File: src/rtl/asn_tlb_pkg.sv
package asn_tlb_pkg;

  typedef enum logic [2:0] {
    OP_IDLE,
    OP_INSERT,
    OP_FLUSH_ALL,
    OP_FLUSH_PROC,
    OP_FLUSH_ADDR
  } tlb_op_e;

  // fixed priority: insert, all, process, address
  function automatic tlb_op_e decode_op(input logic ins, input logic all,
                                        input logic proc, input logic addr);
    if (ins)       return OP_INSERT;
    else if (all)  return OP_FLUSH_ALL;
    else if (proc) return OP_FLUSH_PROC;
    else if (addr) return OP_FLUSH_ADDR;
    else           return OP_IDLE;
  endfunction

endpackage

File: src/rtl/tlb_match.sv
module tlb_match #(
  parameter int N_ENTRIES = 16,
  parameter int VPN_W     = 19,
  parameter int ASN_W     = 8
) (
  input  logic [N_ENTRIES-1:0]            vld_i,
  input  logic [N_ENTRIES-1:0]            glob_i,
  input  logic [N_ENTRIES-1:0][VPN_W-1:0] tag_i,
  input  logic [N_ENTRIES-1:0][ASN_W-1:0] asn_i,
  input  logic [VPN_W-1:0]                vpn_i,
  input  logic [ASN_W-1:0]                cur_asn_i,
  output logic [N_ENTRIES-1:0]            match_o
);

  for (genvar i = 0; i < N_ENTRIES; i++) begin : g_cmp
    assign match_o[i] = vld_i[i] && (tag_i[i] == vpn_i) &&
                        (glob_i[i] || (asn_i[i] == cur_asn_i));
  end

endmodule

File: src/rtl/tlb_victim.sv
module tlb_victim #(
  parameter int N_ENTRIES = 16,
  localparam int IDX_W    = $clog2(N_ENTRIES)
) (
  input  logic             clk_i,
  input  logic             rst_ni,
  input  logic             adv_i,
  input  logic             clr_i,
  output logic [IDX_W-1:0] ptr_o
);

  localparam logic [IDX_W-1:0] LAST = IDX_W'(N_ENTRIES - 1);

  always_ff @(posedge clk_i or negedge rst_ni) begin
    if (!rst_ni)      ptr_o <= '0;
    else if (clr_i)   ptr_o <= '0;
    else if (adv_i)   ptr_o <= (ptr_o == LAST) ? '0 : ptr_o + 1'b1;
  end

endmodule

File: src/rtl/tlb_recent.sv
module tlb_recent #(
  parameter int N_SLOTS = 3,
  parameter int IDX_W   = 4
) (
  input  logic                          clk_i,
  input  logic                          rst_ni,
  input  logic                          clr_i,
  input  logic                          push_i,
  input  logic [IDX_W-1:0]              push_idx_i,
  output logic [N_SLOTS-1:0]            vld_o,
  output logic [N_SLOTS-1:0][IDX_W-1:0] idx_o
);

  always_ff @(posedge clk_i or negedge rst_ni) begin
    if (!rst_ni) begin
      vld_o <= '0;
      idx_o <= '0;
    end else if (clr_i) begin
      vld_o <= '0;
    end else if (push_i) begin
      for (int s = N_SLOTS - 1; s > 0; s--) begin
        vld_o[s] <= vld_o[s-1];
        idx_o[s] <= idx_o[s-1];
      end
      vld_o[0] <= 1'b1;
      idx_o[0] <= push_idx_i;
    end
  end

endmodule

File: src/rtl/asn_tlb.sv
module asn_tlb
  import asn_tlb_pkg::*;
#(
  parameter int N_ENTRIES = 16,
  parameter int VPN_W     = 19,
  parameter int PPN_W     = 21,
  parameter int ASN_W     = 8,
  parameter int N_MODES   = 4,
  parameter int N_RECENT  = 3,
  localparam int IDX_W    = $clog2(N_ENTRIES)
) (
  input  logic               clk_i,
  input  logic               rst_ni,
  input  logic               lk_req_i,
  input  logic [VPN_W-1:0]   lk_vpn_i,
  input  logic [ASN_W-1:0]   lk_asn_i,
  input  logic               ins_i,
  input  logic [VPN_W-1:0]   ins_vpn_i,
  input  logic [PPN_W-1:0]   ins_ppn_i,
  input  logic [ASN_W-1:0]   ins_asn_i,
  input  logic               ins_glob_i,
  input  logic [N_MODES-1:0] ins_rd_en_i,
  input  logic [N_MODES-1:0] ins_wr_en_i,
  input  logic               ins_frd_i,
  input  logic               ins_fwr_i,
  input  logic               inv_all_i,
  input  logic               inv_proc_i,
  input  logic               inv_addr_i,
  input  logic [VPN_W-1:0]   inv_vpn_i,
  input  logic [ASN_W-1:0]   inv_asn_i,
  output logic               hit_o,
  output logic               recent_hit_o,
  output logic [IDX_W-1:0]   hit_idx_o,
  output logic [PPN_W-1:0]   hit_ppn_o,
  output logic [ASN_W-1:0]   hit_asn_o,
  output logic               hit_glob_o,
  output logic [N_MODES-1:0] hit_rd_en_o,
  output logic [N_MODES-1:0] hit_wr_en_o,
  output logic               hit_frd_o,
  output logic               hit_fwr_o
);

  logic [N_ENTRIES-1:0]              vld_q, glob_q, frd_q, fwr_q;
  logic [N_ENTRIES-1:0][VPN_W-1:0]   tag_q;
  logic [N_ENTRIES-1:0][PPN_W-1:0]   ppn_q;
  logic [N_ENTRIES-1:0][ASN_W-1:0]   asn_q;
  logic [N_ENTRIES-1:0][N_MODES-1:0] rd_q, wr_q;

  logic [N_ENTRIES-1:0]            lk_vec, inv_vec;
  logic [IDX_W-1:0]                victim_q;
  logic [N_RECENT-1:0]             rc_vld;
  logic [N_RECENT-1:0][IDX_W-1:0]  rc_idx;
  logic                            rc_hit, main_hit;
  logic [IDX_W-1:0]                rc_sel, main_sel, sel;
  tlb_op_e                         op;

  assign op = decode_op(ins_i, inv_all_i, inv_proc_i, inv_addr_i);

  tlb_match #(.N_ENTRIES(N_ENTRIES), .VPN_W(VPN_W), .ASN_W(ASN_W)) u_lk_match (
    .vld_i(vld_q), .glob_i(glob_q), .tag_i(tag_q), .asn_i(asn_q),
    .vpn_i(lk_vpn_i), .cur_asn_i(lk_asn_i), .match_o(lk_vec)
  );

  tlb_match #(.N_ENTRIES(N_ENTRIES), .VPN_W(VPN_W), .ASN_W(ASN_W)) u_inv_match (
    .vld_i(vld_q), .glob_i(glob_q), .tag_i(tag_q), .asn_i(asn_q),
    .vpn_i(inv_vpn_i), .cur_asn_i(inv_asn_i), .match_o(inv_vec)
  );

  tlb_victim #(.N_ENTRIES(N_ENTRIES)) u_victim (
    .clk_i, .rst_ni,
    .adv_i(op == OP_INSERT),
    .clr_i(op == OP_FLUSH_ALL),
    .ptr_o(victim_q)
  );

  tlb_recent #(.N_SLOTS(N_RECENT), .IDX_W(IDX_W)) u_recent (
    .clk_i, .rst_ni,
    .clr_i(op != OP_IDLE),
    .push_i(lk_req_i && main_hit && !rc_hit),
    .push_idx_i(main_sel),
    .vld_o(rc_vld),
    .idx_o(rc_idx)
  );

  // recent slots first, slot 0 highest priority
  always_comb begin
    rc_hit = 1'b0;
    rc_sel = '0;
    for (int s = N_RECENT - 1; s >= 0; s--) begin
      if (rc_vld[s] && lk_vec[rc_idx[s]]) begin
        rc_hit = 1'b1;
        rc_sel = rc_idx[s];
      end
    end
  end

  // lowest index wins in the full array
  always_comb begin
    main_sel = '0;
    for (int i = N_ENTRIES - 1; i >= 0; i--) begin
      if (lk_vec[i]) main_sel = IDX_W'(i);
    end
  end

  assign main_hit = |lk_vec;
  assign sel      = rc_hit ? rc_sel : main_sel;

  always_comb begin
    hit_o        = main_hit;
    recent_hit_o = rc_hit;
    hit_idx_o    = '0;
    hit_ppn_o    = '0;
    hit_asn_o    = '0;
    hit_glob_o   = 1'b0;
    hit_rd_en_o  = '0;
    hit_wr_en_o  = '0;
    hit_frd_o    = 1'b0;
    hit_fwr_o    = 1'b0;
    if (main_hit) begin
      hit_idx_o   = sel;
      hit_ppn_o   = ppn_q[sel];
      hit_asn_o   = asn_q[sel];
      hit_glob_o  = glob_q[sel];
      hit_rd_en_o = rd_q[sel];
      hit_wr_en_o = wr_q[sel];
      hit_frd_o   = frd_q[sel];
      hit_fwr_o   = fwr_q[sel];
    end
  end

  always_ff @(posedge clk_i or negedge rst_ni) begin
    if (!rst_ni) begin
      vld_q <= '0;
    end else begin
      unique case (op)
        OP_INSERT:     vld_q[victim_q] <= 1'b1;
        OP_FLUSH_ALL:  vld_q <= '0;
        OP_FLUSH_PROC: vld_q <= vld_q & glob_q;
        OP_FLUSH_ADDR: vld_q <= vld_q & ~inv_vec;
        default:       ;
      endcase
    end
  end

  always_ff @(posedge clk_i) begin
    if (op == OP_INSERT) begin
      tag_q[victim_q]  <= ins_vpn_i;
      ppn_q[victim_q]  <= ins_ppn_i;
      asn_q[victim_q]  <= ins_asn_i;
      glob_q[victim_q] <= ins_glob_i;
      rd_q[victim_q]   <= ins_rd_en_i;
      wr_q[victim_q]   <= ins_wr_en_i;
      frd_q[victim_q]  <= ins_frd_i;
      fwr_q[victim_q]  <= ins_fwr_i;
    end
  end

endmodule

File: config.mk
export PLATFORM = sky130hd
export DESIGN_NAME = asn_tlb
export DESIGN_NICKNAME = d
export VERILOG_FILES = /design/src/rtl/asn_tlb_pkg.sv /design/src/rtl/tlb_match.sv /design/src/rtl/tlb_victim.sv /design/src/rtl/tlb_recent.sv /design/src/rtl/asn_tlb.sv
export SDC_FILE = /design/constraint.sdc
export NUM_CORES = 2
export LEC_CHECK = 0
export ABC_AREA = 0
export BUFFER_PORTS_ARGS = -buffer_cell sky130_fd_sc_hd__buf_2
export CAP_MARGIN = 20
export CORE_ASPECT_RATIO = 1.1
export CORE_MARGIN = 8
export CORE_UTILIZATION = 50
export DETAILED_ROUTE_END_ITERATION = 8
export PLACE_DENSITY_LB_ADDON = 0.3
export SYNTH_ARGS = -nofsm -noshare
export SYNTH_HDL_FRONTEND = slang
export SYNTH_SLANG_ARGS = --single-unit
File: constraint.sdc
create_clock -name clk_i -period 15.85 [get_ports clk_i]
set_input_delay 1.585 -clock clk_i [delete_from_list [all_inputs] [get_ports clk_i]]
set_output_delay 1.585 -clock clk_i [all_outputs]
set_load 0.01 [all_outputs]
Word-level counts from Yosys, hierarchy flattened
Cells that the tools add are included.
{ "totals": {"register_bits": 979, "out_inout_bits": 46, "wordCells": 358, "in_bits": 120} }
{ "classes": {"add_sub_neg": 1, "bitwise": 5, "n_reduce_logical": 109, "order_cmp": 6, "n_mux": 79, "eq_ne": 69} }
{ "op_table": {"columns": ["operator", "count"], "rows": [
  ["$eq 19x19->1", 32],
  ["$bwmux 336", 1],
  ["$bwmux 304", 1],
  ["$eq 8x8->1", 32],
  ["$bwmux 128", 1],
  ["$bwmux 64", 2],
  ["$mux 4", 29],
  ["$bmux 21 s4", 1],
  ["$demux 21 s4", 1],
  ["$demux 19 s4", 1],
  ["$logic_and 1x1->1", 70],
  ["$pmux 16 s4", 1],
  ["$mux 21", 3],
  ["$bwmux 16", 3],
  ["$and 16x16->16", 2],
  ["$bmux 4 s4", 2],
  ["$bmux 8 s4", 1],
  ["$demux 8 s4", 1],
  ["$logic_or 1x1->1", 32],
  ["$lt 4x5->1 const B", 5],
  ["$bmux 1 s4", 6],
  ["$mux 8", 3],
  ["$mux 19", 1],
  ["$mux 3", 6],
  ["18 further kinds", 32]
]} }

Logic depth before layout (Yosys ltp)
{ "depth": {"word_depth": 23, "mapped_depth": 20, "ltp_nobuf": 15} }

Hierarchy
Synthesis repeated with hierarchy kept, for this count alone.
{ "hier_totals": {"cells_unflattened": 3453, "hier_area_um2": 47649.4} }
{ "by_module_without_submodules": {"columns": ["mod", "seq_area_each_um2", "area_per_inst_um2", "cells_per_inst", "instances"], "rows": [
  ["asn_tlb", 28747.6, 35937.0, 2105, 1],
  ["tlb_match", 0.0, 5455.2, 646, 2],
  ["tlb_recent", 375.4, 610.6, 37, 1],
  ["tlb_victim", 100.1, 191.4, 19, 1]
]} }

Worst setup path before layout
Ideal clock, no wire load.
{ "synth_path": {"path_type": "input -> output", "start": "input lk_vpn_i[16]", "end": "output hit_asn_o[4]", "required_ns": 14.265, "n_path_buf": 4, "setup_slack_ns": 8.860, "stages": 17, "arrival_ns": 5.405, "path_cell_list": "buf_2 xnor2_1 nand4_1 or3_1 or4_1 mux4_2 and2_1 o211a_1 a22oi_1 mux2_2 o21bai_4 and2_1 buf_6 buf_6 buf_6 a221o_1 o32ai_1"} }
{ "synth_via": {"elab_chain_cells": 23, "elab_cells_between_ends": 84, "cone_classes": "eq/ne (16); mux (32); reduce/logical (36)"} }
{ "synth_rtl": {"columns": ["item", "line_no", "text"], "rows": [
  ["start, declared", "asn_tlb.sv:15", "input logic [VPN_W-1:0] lk_vpn_i,"],
  ["$eq 19x19->1", "tlb_match.sv:16", "assign match_o[i] = vld_i[i] && (tag_i[i] == vpn_i) &&"],
  ["$logic_and 1x1->1 (2 in a row)", "tlb_match.sv:16", null],
  ["$mux 4 (16 in a row)", "asn_tlb.sv:101", "if (lk_vec[i]) main_sel = IDX_W'(i);"],
  ["$mux 4", "asn_tlb.sv:106", "assign sel = rc_hit ? rc_sel : main_sel;"],
  ["$bmux 8 s4", "asn_tlb.sv:122", "hit_asn_o = asn_q[sel];"],
  ["$mux 8 (implied by the code)", "asn_tlb.sv:122", null],
  ["$mux 8 *", "asn_tlb.sv:119", "if (main_hit) begin"],
  ["end, declared", "asn_tlb.sv:35", "output logic [ASN_W-1:0] hit_asn_o,"]
]} }
Every way passes the cells marked *; elsewhere a longest branch is shown, timed or not. The select of a mux whose other input is x is not followed.

Final worst setup path
{ "layout_path": {"start": "input lk_vpn_i[0]", "end": "output hit_asn_o[2]"} }
Same word-level chain as after synthesis.

==> run metrics <==
Setup TNS Final 0 ns; worst-path cell with the longest stage delay sky130_fd_sc_hd__buf_4; overall track demand over capacity in global routing 28.0%; kind of path behind the tightest hold check register to register; post-route fraction of the period consumed by the critical path 64.0%; path type of the worst setup path input pin to primary output; die extent in y 340 um; number of sinks on the clock net 979; synthesized instance count 3400; Clock H-tree levels 3; critical path cell sequence buf_2 -> xor2_1 -> nor4_1 -> nand3_1 -> nor4_2 -> o221a_2 -> nand4_2 -> o32a_1 -> or4b_1 -> a21oi_1 -> o21bai_4 -> buf_12 -> buf_4 -> mux2i_1 -> a221o_1 -> o2bb2ai_1 -> buf_2; Worst EP arrival 8.56 ns; Synth Warn # 0; starting density of the core 50.5%; placement-stage cell area 0.0495 mm2; clock transition time at the flip-flop clock pins of the worst setup and hold paths about 0.060 ns; overall die width 310 um; # IOs 166; endpoint kind of the worst setup timing path primary output; Routed Antenna Nets 0; TritonCTS clock tree built; Cell variety after synth 79; reg2reg setup slack 11.35 ns; later-pin clock latency in the skew report 0.69 ns; via count 30.7k; critical path data required time 14.27 ns; GP Congestion 0.987; Die ar. ~0.11 mm2; total setup violations reported at the end of the flow 0; f_max between 0.09 and 0.1 GHz; clock buffer count from CTS 103; commonest cells after routing, fill and taps aside sky130_fd_sc_hd__edfxtp_1 (944), sky130_fd_sc_hd__xor2_1 (682), sky130_fd_sc_hd__mux2i_1 (334); number of non-filler instances in the completed layout 4864; unrepaired setup endpoints after global routing no; Resize count post-CTS 0; CTS Buffer Depth 3; final layout net count 3630; post-CTS setup repair buffer count 0; crit path time final 10.14 ns; number of DRC markers in iteration 0 3762; most frequent standard cell in the layout excluding fill and tap cells sky130_fd_sc_hd__edfxtp_1; most frequently used flop master after synthesis sky130_fd_sc_hd__edfxtp_1; average footprint of a synthesized cell 14.0 um2; via count of the first global-routing pass 30.3k; number of nets produced by synthesis roughly 3.5k; transition time at the pin with the least slew margin 1.15 ns; Bufs and invs on worst path 4; count of final hold-check violations 0; number of antenna violations at the first check in global routing 24; Startpoint Class input pin; Rows 118; cell mode on critical path sky130_fd_sc_hd__buf_2; number of buffer cells added on primary ports approximately 170; CORE AREA 0.0943 mm2; number of fill cells in the layout 7553; detail-routed net length per standard cell 31.0 um; vias per std cell 6.31; synthesized area 0.0476 mm2; dpl hpwl around 92000 um; Multi-input gate area between 0.015 and 0.02 mm2; worst ir drop on vdd 0.0000960 V; Final Power 5.84 mW; first-pass GRT wire length 215000 um; total placed cells including tap cells 4661; # hold bufs at CTS 0; flop and latch count out of synthesis 979; area growth from synthesis to final layout 11.3%; power per standard cell area 110 mW/mm2; max-cap violations 0; share of flip-flops with an asynchronous set or reset under 10%; sum of routed wire length over all layers 151000 um; drt drc 0; clock root buffer sky130_fd_sc_hd__clkbuf_16; status finished clean; number of iterations in the first detailed-routing pass 6; number of slew-limit violations in the final report 0; fraction of the yosys area taken by sequential cells 61.4%; Leak Pwr 17.4 nW; number of flops mapped to enable cells by yosys 944; gate family responsible for the most delay along the worst path buffers and inverters; Crit Path Max Fanout about 150; Worst Skew around 0.048 ns; relative slew slack between 20% and 30%; largest stage delay on the critical path 0.82 ns; share of final-layout standard cells stronger than drive strength 1 11.7%; largest net degree at the start of global routing 150; post-route design area roughly 0.053 mm2; worst hold margin 0.539 ns; sequential cell area in the final layout 0.0292 mm2; global-route congestion overflow total 0
-- cell families after synthesis --
logic type	after synthesis	synth area share (%)
AO/OA/AOI/OAI	377	5.99
XOR/XNOR	864	15.9
adder cells (fa/ha/maj)	4	0.105
buffers and inverters	224	2.37
flip-flops	979	61.4
multiplexers	347	7.38
AND/OR/NAND/NOR	605	6.91
-- state kept, by name, summed over array words and instances (netlist names) --
signal	flops
wr_q	64
fwr_q	16
ppn_q	336
tag_q	304
u_recent.idx_o	12
u_victim.ptr_o	4
vld_q	16
rd_q	64
u_recent.vld_o	3
asn_q	128
frd_q	16
glob_q	16
-- power by group --
group / switching [mW] / internal [mW]
registers: 0.0373 / 2.91
logic: 0.287 / 0.108
clock network: 1.03 / 1.47
-- area by class of cell --
type                            count  area share [%]
Antenna cell                       10          0.0472
Clock buffer                      122            5.12
Clock inverter                     71            1.50
Inverter                           21           0.149
Multi-Input combinational cell   2197            33.0
Sequential cell                   979            55.1
Tap cell                         1260            2.97
Timing Repair Buffer              204            2.13
-- worst reg2reg max path: stages (launching register included) --
cell and delay [ns]:
sky130_fd_sc_hd__edfxtp_1 0.47, sky130_fd_sc_hd__xor2_1 0.19, sky130_fd_sc_hd__nor4_1 0.57, sky130_fd_sc_hd__a21oi_1 0.31, sky130_fd_sc_hd__or4_1 0.57, sky130_fd_sc_hd__mux4_2 0.51, sky130_fd_sc_hd__and2_1 0.21, sky130_fd_sc_hd__o211a_1 0.30
sky130_fd_sc_hd__and2_1 0.19, sky130_fd_sc_hd__nor2b_1 0.23, sky130_fd_sc_hd__nand3_1 0.26, sky130_fd_sc_hd__nor2_1 0.07, sky130_fd_sc_hd__buf_4 0.20, sky130_fd_sc_hd__mux2_2 0.30
-- stage by stage --
step / setup slack [ns] / utilization (%)
2_1_floorplan: 8.86 / -
3_3_place_gp: 5.85 / 52.4
3_5_place_dp: 5.82 / 52.4
4_1_cts: 5.79 / 56.2
5_1_grt: 5.40 / 56.2
6_report: 5.71 / 56.2
-- routing by layer --
metal,GRT usage [%],vias up,part of all wire [%]
li1,-,13100,-
met1,36.7,15500,39
met2,45.2,1729,47
met3,5.59,400,9.5
met4,11.7,20,4.4
met5,0,-,0.089
-- synthesized netlist by cell type (all sizes together) (4+ instances only) --
master	number	area (um2)
nand4b	4	35.0
buf	118	731
o21ai	18	93.8
or3	9	56.3
a221oi	20	175
nor4b	10	87.6
and2	10	62.6
dfrtp	35	876
nand4	77	488
xor2	682	5970
mux2i	334	3340
o21bai	5	56.3
o31ai	20	150
a221o	40	400
a311oi	4	35.0
nor4	184	1170
nor3	19	100
a211oi	5	42.5
ha	4	50.1
o211ai	6	45.0
nand2	134	503
or4	9	67.6
edfxtp	944	28300
nor2b	7	43.8
o2bb2ai	20	175
nand2b	13	81.3
o32ai	21	184
o21a	4	30.0
xnor2	182	1590
a21boi	4	30.0
nor2	74	280
a21oi	111	556
o22ai	4	25.0
nand3	43	215
mux2	11	124
a22o	61	534
inv	20	75.1
clkbuf	85	319
-- final timing paths --
check / start / to / cells after the start
min reg2reg: vld_q[15] / vld_q[15] / 2
max reg2reg: asn_q[16] / u_recent.idx_o[8] / 13
max in group asynchronous: rst_ni / u_recent.idx_o[3] / 2
min: vld_q[15] / vld_q[15] / 2
min in group asynchronous: rst_ni / vld_q[14] / 2
max: lk_vpn_i[0] / hit_asn_o[2] / 17
Power figures use the tool's default switching activity.
